<file path="src/rtl/lz4p_pkg.sv">
package lz4p_pkg;
  typedef enum logic [2:0] {
    ST_TOKEN,
    ST_LIT_EXT,
    ST_LIT_COPY,
    ST_OFF_LO,
    ST_OFF_HI,
    ST_MATCH_EXT,
    ST_EMIT,
    ST_DONE
  } pstate_t;

  localparam int          BYTE_W    = 8;
  localparam int          NIB_W     = 4;
  localparam logic [3:0]  NIB_ESC   = 4'hF;
  localparam logic [7:0]  EXT_MORE  = 8'hFF;
  localparam int          MIN_MATCH = 4;
endpackage

</file>
<file path="src/rtl/lz4p_len_acc.sv">
// Length accumulator: loaded from a token nibble, grown by extension bytes,
// optionally counted down one per transferred literal.
module lz4p_len_acc #(
  parameter int LEN_W = 16
) (
  input  logic             clk,
  input  logic             rst,
  input  logic             load,
  input  logic [3:0]       nib,
  input  logic             add,
  input  logic [7:0]       ext,
  input  logic             dec,
  output logic [LEN_W-1:0] value
);
  localparam int PAD_NIB = LEN_W - 4;
  localparam int PAD_EXT = LEN_W - 8;

  always_ff @(posedge clk) begin
    if (rst)       value <= '0;
    else if (load) value <= {{PAD_NIB{1'b0}}, nib};
    else if (add)  value <= value + {{PAD_EXT{1'b0}}, ext};
    else if (dec)  value <= value - LEN_W'(1);
  end

  // a literal is never counted off an empty counter
  a_r2_no_underflow: assert property (@(posedge clk) disable iff (rst)
    dec |-> value != '0);
endmodule

</file>
<file path="src/rtl/lz4p_off_cap.sv">
// Little-endian offset capture with early zero detection on the high byte.
module lz4p_off_cap (
  input  logic        clk,
  input  logic        rst,
  input  logic        cap_lo,
  input  logic        cap_hi,
  input  logic [7:0]  din,
  output logic [15:0] offset,
  output logic        zero_next
);
  logic [7:0] lo_q, hi_q;

  always_ff @(posedge clk) begin
    if (rst) begin
      lo_q <= '0;
      hi_q <= '0;
    end else begin
      if (cap_lo) lo_q <= din;
      if (cap_hi) hi_q <= din;
    end
  end

  assign offset    = {hi_q, lo_q};
  assign zero_next = (din == 8'h00) && (lo_q == 8'h00);

  // the low byte is never overwritten while the high byte is taken
  a_r7_lo_first: assert property (@(posedge clk) disable iff (rst)
    cap_hi |-> !cap_lo);
endmodule

</file>
<file path="src/rtl/lz4p_ctrl.sv">
// Sequence state machine: steers bytes to literal, offset and length paths.
module lz4p_ctrl
  import lz4p_pkg::*;
(
  input  logic       clk,
  input  logic       rst,
  input  logic       start,
  input  logic [7:0] in_data,
  input  logic       in_valid,
  input  logic       lit_ready,
  input  logic       cmd_ready,
  input  logic       lit_last,
  input  logic       off_zero,
  output logic       in_ready,
  output logic       lit_valid,
  output logic       cmd_valid,
  output logic       done,
  output logic       lit_load,
  output logic       lit_add,
  output logic       lit_dec,
  output logic       mat_load,
  output logic       mat_add,
  output logic       off_lo,
  output logic       off_hi
);
  pstate_t state, nxt;
  logic    mat_esc;
  logic    take;

  always_comb begin
    unique case (state)
      ST_TOKEN, ST_LIT_EXT, ST_OFF_LO,
      ST_OFF_HI, ST_MATCH_EXT: in_ready = !start;
      ST_LIT_COPY:             in_ready = lit_ready && !start;
      default:                 in_ready = 1'b0;
    endcase
  end

  assign take      = in_valid && in_ready;
  assign lit_valid = (state == ST_LIT_COPY) && in_valid && !start;
  assign cmd_valid = (state == ST_EMIT) && !start;
  assign done      = (state == ST_DONE);

  always_comb begin
    nxt      = state;
    lit_load = 1'b0;
    lit_add  = 1'b0;
    lit_dec  = 1'b0;
    mat_load = 1'b0;
    mat_add  = 1'b0;
    off_lo   = 1'b0;
    off_hi   = 1'b0;
    unique case (state)
      ST_TOKEN: if (take) begin
        lit_load = 1'b1;
        mat_load = 1'b1;
        if (in_data[7:4] == NIB_ESC)    nxt = ST_LIT_EXT;
        else if (in_data[7:4] == 4'h0)  nxt = ST_OFF_LO;
        else                            nxt = ST_LIT_COPY;
      end
      ST_LIT_EXT: if (take) begin
        lit_add = 1'b1;
        if (in_data != EXT_MORE) nxt = ST_LIT_COPY;
      end
      ST_LIT_COPY: if (take) begin
        lit_dec = 1'b1;
        if (lit_last) nxt = ST_OFF_LO;
      end
      ST_OFF_LO: if (take) begin
        off_lo = 1'b1;
        nxt    = ST_OFF_HI;
      end
      ST_OFF_HI: if (take) begin
        off_hi = 1'b1;
        if (off_zero)     nxt = ST_DONE;
        else if (mat_esc) nxt = ST_MATCH_EXT;
        else              nxt = ST_EMIT;
      end
      ST_MATCH_EXT: if (take) begin
        mat_add = 1'b1;
        if (in_data != EXT_MORE) nxt = ST_EMIT;
      end
      ST_EMIT: if (cmd_valid && cmd_ready) nxt = ST_TOKEN;
      default: nxt = ST_DONE;
    endcase
    if (start) nxt = ST_TOKEN;
  end

  always_ff @(posedge clk) begin
    if (rst) begin
      state   <= ST_TOKEN;
      mat_esc <= 1'b0;
    end else begin
      state <= nxt;
      if (state == ST_TOKEN && take) mat_esc <= (in_data[3:0] == NIB_ESC);
    end
  end

  // a zero literal nibble goes straight to the offset bytes
  a_r9_skip_literals: assert property (@(posedge clk) disable iff (rst)
    (state == ST_TOKEN && take && in_data[7:4] == 4'h0) |=> state == ST_OFF_LO);
  // match extension bytes only follow the high offset byte
  a_r5_ext_after_offset: assert property (@(posedge clk) disable iff (rst)
    $rose(state == ST_MATCH_EXT) |-> $past(state) == ST_OFF_HI);
endmodule

</file>
<file path="src/rtl/lz4_seq_parser.sv">
module lz4_seq_parser
  import lz4p_pkg::*;
#(
  parameter int LEN_W = 16
) (
  input  logic             clk,
  input  logic             rst,
  input  logic             start,
  input  logic [7:0]       in_data,
  input  logic             in_valid,
  output logic             in_ready,
  output logic [7:0]       lit_data,
  output logic             lit_valid,
  input  logic             lit_ready,
  output logic [15:0]      cmd_offset,
  output logic [LEN_W-1:0] cmd_len,
  output logic             cmd_valid,
  input  logic             cmd_ready,
  output logic             done
);
  logic             lit_load, lit_add, lit_dec;
  logic             mat_load, mat_add;
  logic             off_lo, off_hi, off_zero;
  logic [LEN_W-1:0] lit_cnt, mat_cnt;
  logic             lit_last;

  assign lit_last = (lit_cnt == LEN_W'(1));
  assign lit_data = in_data;
  assign cmd_len  = mat_cnt + LEN_W'(MIN_MATCH);

  lz4p_ctrl u_ctrl (
    .clk(clk), .rst(rst), .start(start),
    .in_data(in_data), .in_valid(in_valid),
    .lit_ready(lit_ready), .cmd_ready(cmd_ready),
    .lit_last(lit_last), .off_zero(off_zero),
    .in_ready(in_ready), .lit_valid(lit_valid),
    .cmd_valid(cmd_valid), .done(done),
    .lit_load(lit_load), .lit_add(lit_add), .lit_dec(lit_dec),
    .mat_load(mat_load), .mat_add(mat_add),
    .off_lo(off_lo), .off_hi(off_hi)
  );

  lz4p_len_acc #(.LEN_W(LEN_W)) u_lit_len (
    .clk(clk), .rst(rst),
    .load(lit_load), .nib(in_data[7:4]),
    .add(lit_add), .ext(in_data),
    .dec(lit_dec), .value(lit_cnt)
  );

  lz4p_len_acc #(.LEN_W(LEN_W)) u_mat_len (
    .clk(clk), .rst(rst),
    .load(mat_load), .nib(in_data[3:0]),
    .add(mat_add), .ext(in_data),
    .dec(1'b0), .value(mat_cnt)
  );

  lz4p_off_cap u_off (
    .clk(clk), .rst(rst),
    .cap_lo(off_lo), .cap_hi(off_hi),
    .din(in_data), .offset(cmd_offset), .zero_next(off_zero)
  );

  // a waiting command holds its fields
  a_r10_cmd_hold: assert property (@(posedge clk) disable iff (rst || start)
    (cmd_valid && !cmd_ready) |=> cmd_valid && $stable(cmd_offset) && $stable(cmd_len));
  // a stalled literal stalls the input
  a_r10_lit_stall: assert property (@(posedge clk) disable iff (rst)
    (lit_valid && !lit_ready) |-> !in_ready);
  // end state is quiet
  a_r8_done_quiet: assert property (@(posedge clk) disable iff (rst)
    done |-> !in_ready && !cmd_valid && !lit_valid);
  // done only leaves on start
  a_r11_done_sticky: assert property (@(posedge clk) disable iff (rst)
    (done && !start) |=> done);
  // commands never carry a length below the minimum
  a_r6_len_floor: assert property (@(posedge clk) disable iff (rst)
    cmd_valid |-> cmd_len >= LEN_W'(MIN_MATCH));
endmodule

</file>
<file path="config.mk">
export PLATFORM = sky130hd
export DESIGN_NAME = lz4_seq_parser
export DESIGN_NICKNAME = d
export VERILOG_FILES = /design/src/rtl/lz4p_pkg.sv /design/src/rtl/lz4p_len_acc.sv /design/src/rtl/lz4p_off_cap.sv /design/src/rtl/lz4p_ctrl.sv /design/src/rtl/lz4_seq_parser.sv
export SDC_FILE = /design/constraint.sdc
export NUM_CORES = 1
export LEC_CHECK = 0
export BUFFER_PORTS_ARGS = -buffer_cell sky130_fd_sc_hd__buf_2
export CELL_PAD_IN_SITES_DETAIL_PLACEMENT = 0
export CELL_PAD_IN_SITES_GLOBAL_PLACEMENT = 1
export CORE_AREA = 2 2 79 111
export DETAILED_ROUTE_END_ITERATION = 12
export DIE_AREA = 0 0 81 113
export GPL_ROUTABILITY_DRIVEN = 0
export PLACE_DENSITY = 0.92
export SYNTH_ARGS = -nofsm -noshare
export SYNTH_HDL_FRONTEND = slang
export SYNTH_SLANG_ARGS = --single-unit
</file>
<file path="constraint.sdc">
create_clock -name clk -period 4.43 [get_ports clk]
set_input_delay 0.6645 -clock clk [delete_from_list [all_inputs] [get_ports clk]]
set_output_delay 0.6645 -clock clk [all_outputs]
set_load 0.1 [all_outputs]
</file>
=== Word-level counts from Yosys, hierarchy flattened ===
Index checks and enable logic that the tools add are counted.

* $add $sub $neg: 4
* $mul: 0
* Divide/modulo/power cells: 0
* Magnitude comparators: 0
* Eq/ne operators: 21
* Shifts and indexed selects: 0
* Muxes and demuxes: 28
* Bitwise operators: 0
* Reductions and logical operators: 20

{| class="wikitable"
|+ Operators with widths
! cell !! number
|-
| 3-bit 2-to-1 mux || 12
|-
| 16-bit by 8-bit adder with 16-bit output || 2
|-
| 16-bit 2-to-1 mux || 2
|-
| 3-bit one-hot mux with 7 select lines || 1
|-
| 16-bit by 3-bit adder with 16-bit output (second input constant) || 1
|-
| 16-bit by 1-bit == test with 1-bit output (second input constant) || 1
|-
| 8-bit logical NOT || 2
|-
| 2-bit by 1-bit != test with 1-bit output (second input constant) || 8
|-
| 16-bit by 1-bit subtractor with 16-bit output (second input constant) || 1
|-
| 3-bit == test (second input constant) || 4
|-
| 4-bit 2-to-1 mux || 3
|-
| 10-bit AND reduction || 1
|-
| 4-bit == test (second input constant) || 2
|-
| 1-bit logical AND || 8
|-
| 1-bit 2-to-1 mux || 8
|-
| 8-bit != test (second input constant) || 1
|-
| 3-bit by 2-bit == test with 1-bit output (second input constant) || 2
|-
| 5-bit OR reduction || 1
|-
| 4-bit logical NOT || 1
|-
| 2-bit != test (second input constant) || 2
|-
| 2-bit nonzero test || 2
|-
| 2-bit OR reduction || 2
|-
| 3-bit by 1-bit == test with 1-bit output (second input constant) || 1
|-
| 3-bit logical NOT || 1
|-
| 4 further kinds || 4
|}

* Bits in registers: 52
* Bits in latches: 0
* Bits in writable memories: 0
* Memory bits (read-only): 0
* Input port bits: 14
* Output and inout bits: 44
* Memories: 0

=== Depth between registers and ports, before layout ===
Gate-level depths: netlist of the first run.

* Word-level depth: 9
* Gate-level depth with buffers: 9

=== Hierarchy ===
From an unflattened synthesis of the first run, not the netlist that was laid out.

* Cells, all modules: 552
* Area, all modules: 4340.4 µm²

{| class="wikitable"
|+ Modules (own cells, without submodules)
! module !! instances !! cells an instance !! area each (µm²)
|-
| lz4p_len_acc || 2 || 193 || 1480.2
|-
| lz4p_off_cap || 1 || 57 || 599.3
|-
| lz4p_ctrl || 1 || 59 || 434.2
|-
| lz4_seq_parser || 1 || 50 || 346.6
|}

=== Worst setup path after synthesis of the first run ===
No wires, ideal clock.

* Path type: flip-flop to output port
* Start: register u_ctrl.state[0]
* End: output port cmd_valid
* Data arrival time: 3.007 ns
* Data required time: 3.766 ns
* Path slack: 0.758 ns
* Stages on the path, launching flop included: 5
* Cells stage by stage: dfxtp_1 -> buf_2 -> clkbuf_1 -> nand2b_1 -> nor3b_1

* Cells in the longest elaborated chain, start to end: 2

{| class="wikitable"
|+ Ends and longest elaborated chain
! what !! line !! RTL
|-
| start: declaration || lz4p_ctrl.sv:26 || <nowiki>pstate_t state, nxt;</nowiki>
|-
| start signal: assignment || lz4p_ctrl.sv:94 || <nowiki>state <= nxt;</nowiki>
|-
| 3-bit == test || lz4p_ctrl.sv:41 || <nowiki>assign cmd_valid = (state == ST_EMIT) && !start;</nowiki>
|-
| 1-bit logical AND || lz4p_ctrl.sv:41 ||
|-
| end: declaration || lz4_seq_parser.sv:17 || <nowiki>output logic cmd_valid,</nowiki>
|}

Every way passes these cells.

=== Worst setup path after layout of the first run ===
* Start: register u_mat_len.value[4]
* End: output port cmd_len[15]

* Cells in the longest elaborated chain, start to end: 1

{| class="wikitable"
|+ Ends and longest elaborated chain
! what !! line !! RTL
|-
| start: declaration || lz4p_len_acc.sv:13 || <nowiki>output logic [LEN_W-1:0] value</nowiki>
|-
| start signal: assignment || lz4p_len_acc.sv:20 || <nowiki>else if (load) value <= {{PAD_NIB{1'b0}}, nib};</nowiki>
|-
| start signal: assignment || lz4p_len_acc.sv:21 || <nowiki>else if (add) value <= value + {{PAD_EXT{1'b0}}, ext};</nowiki>
|-
| start signal: assignment || lz4p_len_acc.sv:22 || <nowiki>else if (dec) value <= value - LEN_W'(1);</nowiki>
|-
| 16-bit by 3-bit adder with 16-bit output || lz4_seq_parser.sv:29 || <nowiki>assign cmd_len = mat_cnt + LEN_W'(MIN_MATCH);</nowiki>
|-
| end: declaration || lz4_seq_parser.sv:16 || <nowiki>output logic [LEN_W-1:0] cmd_len,</nowiki>
|}

Every way passes these cells.

==> results.tsv, run 1 <==
stage	metric	value	unit
drt	met3_wirelength	341	um
critical_path	crit_top_cell	and3_1	
drt	highest_layer	met4	
global_routing	gr-total-overflow	0	
yosys	yosysWarnings	0	
layout	drive_above_1_share	15.9	%
yosys	syn_inst	450	
hold_path	min_path_type	flip-flop to flip-flop	
critical_path	reg2reg_depth	6	
floorplan	row_count	39	
sta	finClkSkew	0.00559	ns
global_routing	antenna_found_initial	0	
run_status	status	finished, final reports clean	
yosys	yosys_register_bits	52	
layout	postLayoutCoreUtil	49.7	%
clock_network	cts_buffers	5	
power	power_leakage	1.76	nW
place	hpwl	6580	um
sta	relSlewSlack	55.9	%
floorplan	dieWidth	81	um
clock_network	clk_pin_slew	0.07	ns
drt	post-route-drc-count	0	
clock_network	cts.sinks	52	
critical_path	crit_end	cmd_len[15]	
yosys	async_flop_share	0	%
floorplan	ios	58	
layout	fin_nets	517	
critical_path	cpMaxStageDelayCell	dfxtp_1	
drt	postRouteAntennaNets	0	
sta	finalSetupTns	0	ns
yosys	synth_edf_count	0	
yosys	syn_avg_cell_area	8.17	um2
critical_path	cp_data_required_time	3.77	ns
global_routing	grt_pass1_vias	3218	
yosys	synthDistinctLibCells	66	
sta	finalCritPeriodShare	62.3	%
global_routing	grt.total_usage	20.6	%
drt	vias	3360	
global_routing	grt_pass1_wl	15000	um
critical_path	reg2reg_from	u_ctrl.state[1]$_SDFFE_PP0P_	
place	numPortBuffers	57	
sta	fmax	362	MHz
drt	wl_per_cell	15.3	um
power	p_per_area	268	nW/um2
sta	hold_viol_final	0	
critical_path	worst-path-stages	6	
drt	dr.pass1.iters	4	
global_routing	grt_max_degree	30	
clock_network	clk_latency	0.29	ns
critical_path	crit_family	simple AND/OR/NAND/NOR gates	
yosys	syn-num-nets	485	
critical_path	worstReg2RegEnd	u_lit_len.value[14]$_SDFFE_PP0P_	
critical_path	critPathBufInv	1	
yosys	ys_seq_area_share	28.3	%
floorplan	dieHeight	113	um
drt	m1WireLength	3830	um
yosys	synth_area	3680	um2
critical_path	ff2ff_setup_slack	1.79	ns
sta	finalSetupViolCount	0	
critical_path	crit_fanout	6	
floorplan	dieArea	9150	um2
drt	via_per_inst	5.74	
sta	period_minus_slack	2.76	ns
yosys	yosysTopAreaCellShare	28.3	%
sta	tightest_slew	0.660	ns
clock_network	cts.htree.levels	2	
critical_path	start_kind	flip-flop	
critical_path	endpoint_kind	output port	
drt	routed-wl-met2	4580	um
clock_network	postCtsHoldBufs	0	
sta	fin_ws	1.67	ns
drt	wirelength	8940	um
drt	drt_iter0_markers	114	
critical_path	cp-startpoint	u_mat_len.value[4]$_SDFFE_PP0P_	
sta	rsz0062_at_grt	no	
clock_network	cts_tree	built	
clock_network	clockBufferDepth	2	
clock_network	cts_root_buf	clkbuf_16	
yosys	synth_area_leaders	dfxtp_1, ha_1, nor2_1	
critical_path	worst_path_largest_cell_delay	0.45	ns
critical_path	worstPathCellList	and3_1 > and3_1 > nand3_1 > nor2b_1 > xor2_1 > buf_2	
clock_network	post_cts_resized	0	
critical_path	path_class	flip-flop to output port	
layout	diodes	0	
yosys	synth_ff_type	dfxtp_1	
yosys	yosys.area.top_type	dfxtp_1	
sta	slew_violations	0	
floorplan	initial_utilization	45.4	%
place	dp_slack	1.63	ns
layout	synthToLayoutAreaGrowth	9.52	%
critical_path	cp.arrival	2.10	ns
clock_network	cts_setup_buffers	0	
flow_run	maxCapViolCount	0	
power	irDropWorstVdd	151	uV
floorplan	coreArea	8100	um2
[layout make-up]
type / count / area [um2]
Clock inverter: 1 / 7.51
Sequential cell: 52 / 1040
Multi-Input combinational cell: 357 / 2390
Tap cell: 102 / 128
Timing Repair Buffer: 57 / 285
Inverter: 9 / 33.8
Fill cell: 799 / 4070
Clock buffer: 7 / 143
[per-layer routing]
layer / up-vias / track usage (%)
li1: 1693 / -
met1: 1583 / 25.2
met5: - / 0
met2: 70 / 35.8
met3: 14 / 3.03
met4: 0 / 8.25
[cells in the mapped netlist, drive strengths merged (9+ instances only)]
cell type  number
a21oi          24
xnor2          14
inv             9
buf            17
nor2           65
nand2          29
nand3          18
xor2           19
nor3           13
o21ai          20
ha             19
dfxtp          52
clkbuf         15
mux2i          15
o211ai          9
[tightest hold or removal path: stages, from the launching register on]
cell and delay [ns]:
dfxtp_1 0.33, a21oi_1 0.06, nor2_1 0.07
[report_power, final]
group	switching, W	internal (W)
combinational	0.000138	0.0000571
sequential	0.00000926	0.000473
clock	0.000175	0.000226
total	0.000323	0.000755
[state kept, by name, summed over array words and instances (netlist names), named ones only]
signal	flops
u_lit_len.value	16
u_off.lo_q	8
u_mat_len.value	16
u_ctrl.mat_esc	1
u_ctrl.state	2
u_off.hi_q	8
[logic make-up after synthesis]
logic type | count (synthesis) | synth area share, %
buf+inv | 41 | 6.70
simple gates | 174 | 23.8
mux | 15 | 4.08
flops | 52 | 28.3
compound gates | 114 | 21.7
fa+ha+maj | 21 | 7.55
xor+xnor | 33 | 7.86
[placed cells by master, fill, tap and decap left out, types with 15 or more instances in the layout]
cell	Yosys	routed
nor2_1	63	63
buf_2	3	57
dfxtp_1	52	52
nand2_1	29	29
a21oi_1	24	24
xor2_1	19	19
ha_1	19	19
nand3_1	18	18
mux2i_1	15	15
[worst min-delay path by stage]
stage / from / endpoint / slack (ns) / depth (start not counted)
2_1_floorplan: u_lit_len.value[1]$_SDFFE_PP0P_ / u_lit_len.value[1]$_SDFFE_PP0P_ / 0.47 / 2
3_3_place_gp: u_off.hi_q[1]$_SDFFE_PP0P_ / u_off.hi_q[1]$_SDFFE_PP0P_ / 0.46 / 2
3_5_place_dp: u_off.hi_q[1]$_SDFFE_PP0P_ / u_off.hi_q[1]$_SDFFE_PP0P_ / 0.48 / 2
4_1_cts: u_off.hi_q[1]$_SDFFE_PP0P_ / u_off.hi_q[1]$_SDFFE_PP0P_ / 0.49 / 2
5_1_grt: u_off.hi_q[1]$_SDFFE_PP0P_ / u_off.hi_q[1]$_SDFFE_PP0P_ / 0.52 / 2
6_report: u_off.hi_q[1]$_SDFFE_PP0P_ / u_off.hi_q[1]$_SDFFE_PP0P_ / 0.49 / 2
[through the flow]
| step | instance area [um2] | total power [W] | std cells | hold slack (ns) |
|---|---|---|---|---|
| after detailed placement | 3880 | 0.000687 | 577 | 0.477 |
| after CTS | 4030 | 0.00108 | 585 | 0.494 |
| after global placement | 3880 | 0.000684 | 577 | 0.463 |
| after floorplan | 3680 | 0.000652 | 450 | 0.467 |
| after global routing | 4030 | 0.00113 | 585 | 0.519 |
| final | 4030 | 0.00108 | 585 | 0.489 |
Power figures use the tool's default switching activity.
==> inputs of run 2 (changes only) <==
--- a/config.mk
+++ b/config.mk
@@ -5,14 +5,15 @@
 export SDC_FILE = /design/constraint.sdc
 export NUM_CORES = 1
 export LEC_CHECK = 0
+export ABC_AREA = 1
 export BUFFER_PORTS_ARGS = -buffer_cell sky130_fd_sc_hd__buf_2
 export CELL_PAD_IN_SITES_DETAIL_PLACEMENT = 0
 export CELL_PAD_IN_SITES_GLOBAL_PLACEMENT = 1
-export CORE_AREA = 2 2 79 111
+export CORE_AREA = 2 2 89 125
 export DETAILED_ROUTE_END_ITERATION = 12
-export DIE_AREA = 0 0 81 113
+export DIE_AREA = 0 0 91 127
 export GPL_ROUTABILITY_DRIVEN = 0
-export PLACE_DENSITY = 0.92
+export PLACE_DENSITY = 0.85
 export SYNTH_ARGS = -nofsm -noshare
 export SYNTH_HDL_FRONTEND = slang
 export SYNTH_SLANG_ARGS = --single-unit
==> constraint.sdc (replaced) <==
create_clock -name clk -period 2.8 [get_ports clk]
set_input_delay 0.42 -clock clk [delete_from_list [all_inputs] [get_ports clk]]
set_output_delay 0.42 -clock clk [all_outputs]
set_load 0.1 [all_outputs]
==> results.tsv, run 2 <==
stage	metric	value	unit
critical_path	cp.arrival	2.16	ns
power	p_per_area	426	nW/um2
drt	via_per_inst	4.86	
place	hpwl	8460	um
drt	dr.pass1.iters	4	
clock_network	cts_setup_buffers	0	
yosys	synthDistinctLibCells	41	
power	irDropWorstVdd	262	uV
yosys	syn_inst	655	
yosys	synth_top_family_by_area	simple AND/OR/NAND/NOR gates	
floorplan	coreArea	10300	um2
yosys	syn_avg_cell_area	6.21	um2
clock_network	clk_latency	0.30	ns
critical_path	crit_fanout	6	
floorplan	dieHeight	127	um
yosys	synthMuxAreaShare	0	%
layout	drive_above_1_share	14.9	%
yosys	yosysMostFrequentCell	nand2_1	
flow_run	maxCapViolCount	0	
clock_network	post_cts_resized	1	
sta	hold_viol_final	0	
yosys	yosys.area.top_type	dfxtp_1	
clock_network	cts_buffers	5	
sta	finalSetupTns	0	ns
clock_network	cts.sinks	52	
yosys	yosys_register_bits	52	
yosys	synthSimpleGateAreaFrac	38.5	%
clock_network	cts_root_buf	clkbuf_16	
global_routing	grt_max_degree	22	
run_status	status	finished, final reports clean	
layout	diodes	0	
power	finalPower	0.00198	W
critical_path	reg2reg_from	u_lit_len.value[0]$_SDFFE_PP0P_	
clock_network	postCtsHoldBufs	0	
yosys	synth_edf_count	0	
yosys	yosysTopAreaCellShare	25.6	%
layout	final_cells	837	
yosys	synth_ff_type	dfxtp_1	
layout	layout_commonest_cell	nand2_1	
sta	finalCritPeriodShare	92.1	%
global_routing	gr-total-overflow	0	
yosys	synthAdderAreaFrac	6.83	%
sta	period_minus_slack	2.58	ns
global_routing	grt_pass1_vias	3935	
critical_path	reg2reg_depth	12	
sta	slew_violations	0	
clock_network	clockBufferDepth	2	
critical_path	ff2ff_setup_slack	0.78	ns
global_routing	grt_pass1_wl	18200	um
drt	drt_iter0_markers	131	
yosys	synth_area	4070	um2
floorplan	dieArea	11600	um2
critical_path	cpMaxStageDelayCell	dfxtp_1	
power	power_leakage	2.30	nW
global_routing	grt.total_usage	19.4	%
critical_path	start_kind	flip-flop	
layout	fin_nets	733	
drt	post-route-drc-count	0	
layout	synthToLayoutAreaGrowth	14.1	%
sta	tightest_slew	0.526	ns
floorplan	initial_utilization	39.3	%
critical_path	cp_data_required_time	2.38	ns
yosys	yosys-top-cells-count	nand2_1, nor2_1, inv_1, dfxtp_1, o21ai_0	
drt	wl_per_cell	13.0	um
critical_path	path_class	flip-flop to output port	
drt	vias	4065	
yosys	yosysWarnings	0	
place	dp_slack	0.310	ns
clock_network	clk_pin_slew	0.07	ns
layout	final_cell_mix	nand2_1, nor2_1, inv_1	
yosys	syn-num-nets	690	
critical_path	endpoint_kind	output port	
yosys	ys_seq_area_share	25.6	%
hold_path	hold_depth	2	
critical_path	worst_path_largest_cell_delay	0.43	ns
drt	postRouteAntennaNets	0	
clock_network	cts_tree	built	
clock_network	cts.htree.levels	2	
critical_path	worstPathCellList	ha_1 > nand3_1 > nor3_2 > nand2_1 > nor2_1 > xor2_2 > buf_12	
floorplan	ios	58	
critical_path	worstReg2RegEnd	u_lit_len.value[14]$_SDFFE_PP0P_	
global_routing	antenna_found_initial	0	
sta	fin_ws	0.222	ns
floorplan	dieWidth	91	um
place	numPortBuffers	57	
yosys	synthXorXnorAreaFrac	5.38	%
sta	relSlewSlack	64.9	%
sta	fmax	388	MHz
hold_path	hp-start	rst	
yosys	synth_compound_area_share	12.3	%
sta	finClkSkew	0.00630	ns
drt	wirelength	10900	um
sta	rsz0062_at_grt	no	
floorplan	row_count	44	
hold_path	min_path_type	input pin to flip-flop	
place	placedCellCount	829	
sta	finalSetupViolCount	0	
yosys	synth_area_leaders	dfxtp_1, nand2_1, nor2_1	
hold_path	min_to	u_lit_len.value[3]$_SDFFE_PP0P_	
layout	fillers	1148	
yosys	async_flop_share	0	%
layout	largest_registers	u_lit_len.value: 16 flops, u_mat_len.value: 16 flops	
run 2: power breakdown:
part           total [W]  switching [W]  internal [W]
clock           0.000819       0.000302      0.000516
combinational   0.000391       0.000284      0.000107
sequential      0.000768      0.0000168      0.000751
total            0.00198       0.000603       0.00137
run 2: area by class of cell:
class                           count  area [um2]  share of cell area [%]
Multi-Input combinational cell    500        2620                    56.5
Sequential cell                    52        1040                    22.4
Timing Repair Buffer               58         308                    6.63
Inverter                           81         304                    6.55
Tap cell                          138         173                    3.72
Clock buffer                        5         125                    2.69
Clock inverter                      3        68.8                    1.48
run 2: kinds of logic after synthesis:
kind of cell | after synthesis
xor+xnor | 25
compound gates | 90
buf+inv | 103
fa+ha+maj | 21
simple gates | 364
flops | 52
run 2: worst max path at each step:
| stage | start | end | slack (ns) | cells past startpoint |
|---|---|---|---|---|
| after global routing | u_mat_len.value[2]$_SDFFE_PP0P_ | cmd_len[14] | 0.04 | 7 |
| after detailed placement | u_mat_len.value[2]$_SDFFE_PP0P_ | cmd_len[14] | 0.31 | 7 |
| after CTS | u_mat_len.value[2]$_SDFFE_PP0P_ | cmd_len[14] | 0.17 | 7 |
| after global placement | u_mat_len.value[2]$_SDFFE_PP0P_ | cmd_len[14] | 0.34 | 7 |
| after floorplan | u_mat_len.value[4]$_SDFFE_PP0P_ | cmd_len[9] | 0.03 | 4 |
| final | u_mat_len.value[2]$_SDFFE_PP0P_ | cmd_len[14] | 0.22 | 7 |
run 2: worst max-delay path, delay by kind of cell, from the launching register on:
kind	cells	cell delay (ns)
AND/OR/NAND/NOR	4	0.81
flip-flops	1	0.43
adder cells (fa/ha/maj)	1	0.21
XOR/XNOR	1	0.21
buffers and inverters	1	0.20
run 2: per-layer routing:
layer,global-route usage (%),vias up,part of all wire (%)
li1,-,2143,-
met1,20.9,1870,41
met2,38.6,43,56
met3,2.36,9,2.0
met4,6.60,0,1.5
met5,0,-,0
run 2: metrics by stage:
| step | hold WS, ns | utilization, % | instance area [um2] |
|---|---|---|---|
| 2_1_floorplan | 0.444 | - | 4120 |
| 3_3_place_gp | 0.459 | 42.9 | 4440 |
| 3_5_place_dp | 0.466 | 42.9 | 4440 |
| 4_1_cts | 0.465 | 44.9 | 4640 |
| 5_1_grt | 0.459 | 44.9 | 4640 |
| 6_report | 0.450 | 44.9 | 4640 |
==> inputs of run 3 (changes only) <==
--- a/config.mk
+++ b/config.mk
@@ -9,11 +9,12 @@
 export BUFFER_PORTS_ARGS = -buffer_cell sky130_fd_sc_hd__buf_2
 export CELL_PAD_IN_SITES_DETAIL_PLACEMENT = 0
 export CELL_PAD_IN_SITES_GLOBAL_PLACEMENT = 1
-export CORE_AREA = 2 2 89 125
+export CORE_AREA = 2 2 120 93
 export DETAILED_ROUTE_END_ITERATION = 12
-export DIE_AREA = 0 0 91 127
+export DIE_AREA = 0 0 122 95
 export GPL_ROUTABILITY_DRIVEN = 0
-export PLACE_DENSITY = 0.85
+export PLACE_DENSITY = 0.86
+export REMOVE_ABC_BUFFERS = 1
 export SYNTH_ARGS = -nofsm -noshare
 export SYNTH_HDL_FRONTEND = slang
 export SYNTH_SLANG_ARGS = --single-unit
==> results.tsv, run 3 (same netlist as run 2, synthesis figures left out) <==
stage	metric	value	unit
global_routing	grt.total_usage	19.5	%
critical_path	reg2reg_from	u_lit_len.value[0]$_SDFFE_PP0P_	
floorplan	dieWidth	122	um
global_routing	grt_pass1_vias	3759	
global_routing	antenna_found_initial	0	
critical_path	path_class	flip-flop to output port	
sta	slew_violations	0	
drt	wirelength	10600	um
clock_network	clk_latency	0.30	ns
clock_network	cts_root_buf	clkbuf_16	
critical_path	cp_data_required_time	2.38	ns
floorplan	row_count	33	
layout	final_cells	840	
drt	via_per_inst	4.92	
sta	tightest_slew	0.526	ns
drt	postRouteAntennaNets	0	
layout	synthToLayoutAreaGrowth	12.0	%
drt	post-route-drc-count	0	
critical_path	ff2ff_setup_slack	0.73	ns
layout	layout_commonest_cell	nand2_1	
place	placedCellCount	832	
flow_run	maxCapViolCount	0	
critical_path	endpoint_kind	output port	
clock_network	post_cts_resized	0	
power	finalPower	0.00190	W
sta	hold_viol_final	0	
critical_path	worst_path_largest_cell_delay	0.44	ns
sta	finalCritPeriodShare	94.2	%
clock_network	cts_buffers	5	
critical_path	worstReg2RegEnd	u_lit_len.value[10]$_SDFFE_PP0P_	
clock_network	clk_pin_slew	0.08	ns
drt	highest_layer	met4	
sta	finalSetupViolCount	0	
drt	vias	4136	
layout	fin_area	4560	um2
clock_network	cts_setup_buffers	0	
layout	fin_nets	734	
layout	multi_input_area	2560	um2
global_routing	gr-total-overflow	0	
floorplan	coreArea	10500	um2
critical_path	worst-path-stages	7	
sta	hold_ws	0.469	ns
global_routing	grt_max_degree	22	
drt	m1WireLength	5490	um
critical_path	cpMaxStageDelayCell	buf_2	
floorplan	dieHeight	95	um
clock_network	cts.htree.levels	2	
clock_network	postCtsHoldBufs	0	
hold_path	min_path_type	input pin to flip-flop	
sta	rsz0062_at_grt	no	
critical_path	critPathBufInv	1	
place	placed_area	4380	um2
drt	wl_per_cell	12.6	um
sta	fmax	379	MHz
floorplan	initial_utilization	38.6	%
floorplan	dieArea	11600	um2
drt	dr.pass1.iters	5	
critical_path	crit_fanout	6	
drt	drt_iter0_markers	280	
floorplan	ios	58	
critical_path	crit_end	cmd_len[14]	
place	numPortBuffers	57	
critical_path	crit_family	simple AND/OR/NAND/NOR gates	
layout	drive_above_1_share	13.7	%
clock_network	cts.sinks	52	
critical_path	cp.arrival	2.22	ns
sta	period_minus_slack	2.64	ns
drt	routed-wl-met2	4480	um
critical_path	worstPathCellList	ha_1 > nand3_1 > nor3_1 > nand2_1 > nor2_1 > xor2_1 > buf_2	
critical_path	cp-startpoint	u_mat_len.value[2]$_SDFFE_PP0P_	
critical_path	reg2reg_depth	12	
sta	relSlewSlack	64.9	%
run_status	status	finished, final reports clean	
layout	fillers	1146	
sta	finClkSkew	0.00974	ns
clock_network	clockBufferDepth	2	
drt	met3_wirelength	460	um
global_routing	grt_pass1_wl	18100	um
power	p_per_area	416	nW/um2
layout	layout.area.seq	1040	um2
layout	largest_registers	u_lit_len.value: 16 flops, u_mat_len.value: 16 flops	
layout	final_cell_mix	nand2_1, nor2_1, inv_1	
clock_network	cts_tree	built	
layout	diodes	0	
power	power_leakage	2.29	nW
power	irDropWorstVdd	202	uV
critical_path	start_kind	flip-flop	
place	hpwl	8010	um
[run 3: cell types whose count changed in the layout (fill, tap and decap cells not counted)]
cell        change
buf_12          -1
buf_2           +1
buf_4           +1
bufinv_16       -1
clkinvlp_4      +1
nor3_1          +3
nor3_2          -3
xor2_1          +6
xor2_2          -6
[run 3: area by class of cell]
class	instances	area share, %
Sequential cell	52	22.9
Clock buffer	5	2.75
Tap cell	140	3.85
Timing Repair Buffer	59	6.59
Clock inverter	3	1.02
Multi-Input combinational cell	500	56.3
Inverter	81	6.67
[run 3: per-stage QoR]
step / util [%] / TNS [ns] / setup slack, ns
2_1_floorplan: - / -1.35 / -0.394
3_3_place_gp: 41.6 / 0 / 0.515
3_5_place_dp: 41.6 / 0 / 0.481
4_1_cts: 43.3 / 0 / 0.154
5_1_grt: 43.3 / 0 / 0.00474
6_report: 43.3 / 0 / 0.163
[run 3: report_power, final]
part           leakage, nW  switching, W  internal [W]
Sequential           0.420     0.0000179      0.000751
Combinational         1.79      0.000284      0.000107
Clock               0.0804      0.000310      0.000426
[run 3: worst min-delay path by stage]
stage / end / start / depth (start not counted)
2_1_floorplan: u_ctrl.mat_esc$_SDFFE_PP0P_ / u_ctrl.mat_esc$_SDFFE_PP0P_ / 2
4_1_cts: u_lit_len.value[3]$_SDFFE_PP0P_ / rst / 2
3_5_place_dp: u_off.hi_q[5]$_SDFFE_PP0P_ / u_off.hi_q[5]$_SDFFE_PP0P_ / 2
6_report: u_lit_len.value[3]$_SDFFE_PP0P_ / rst / 2
3_3_place_gp: u_ctrl.mat_esc$_SDFFE_PP0P_ / u_ctrl.mat_esc$_SDFFE_PP0P_ / 2
5_1_grt: u_lit_len.value[3]$_SDFFE_PP0P_ / rst / 2
[run 3: metal layers]
layer	vias up	track usage [%]
met4	0	5.27
met5	-	0
met1	1884	28.0
met2	89	30.5
met3	12	2.78
li1	2151	-
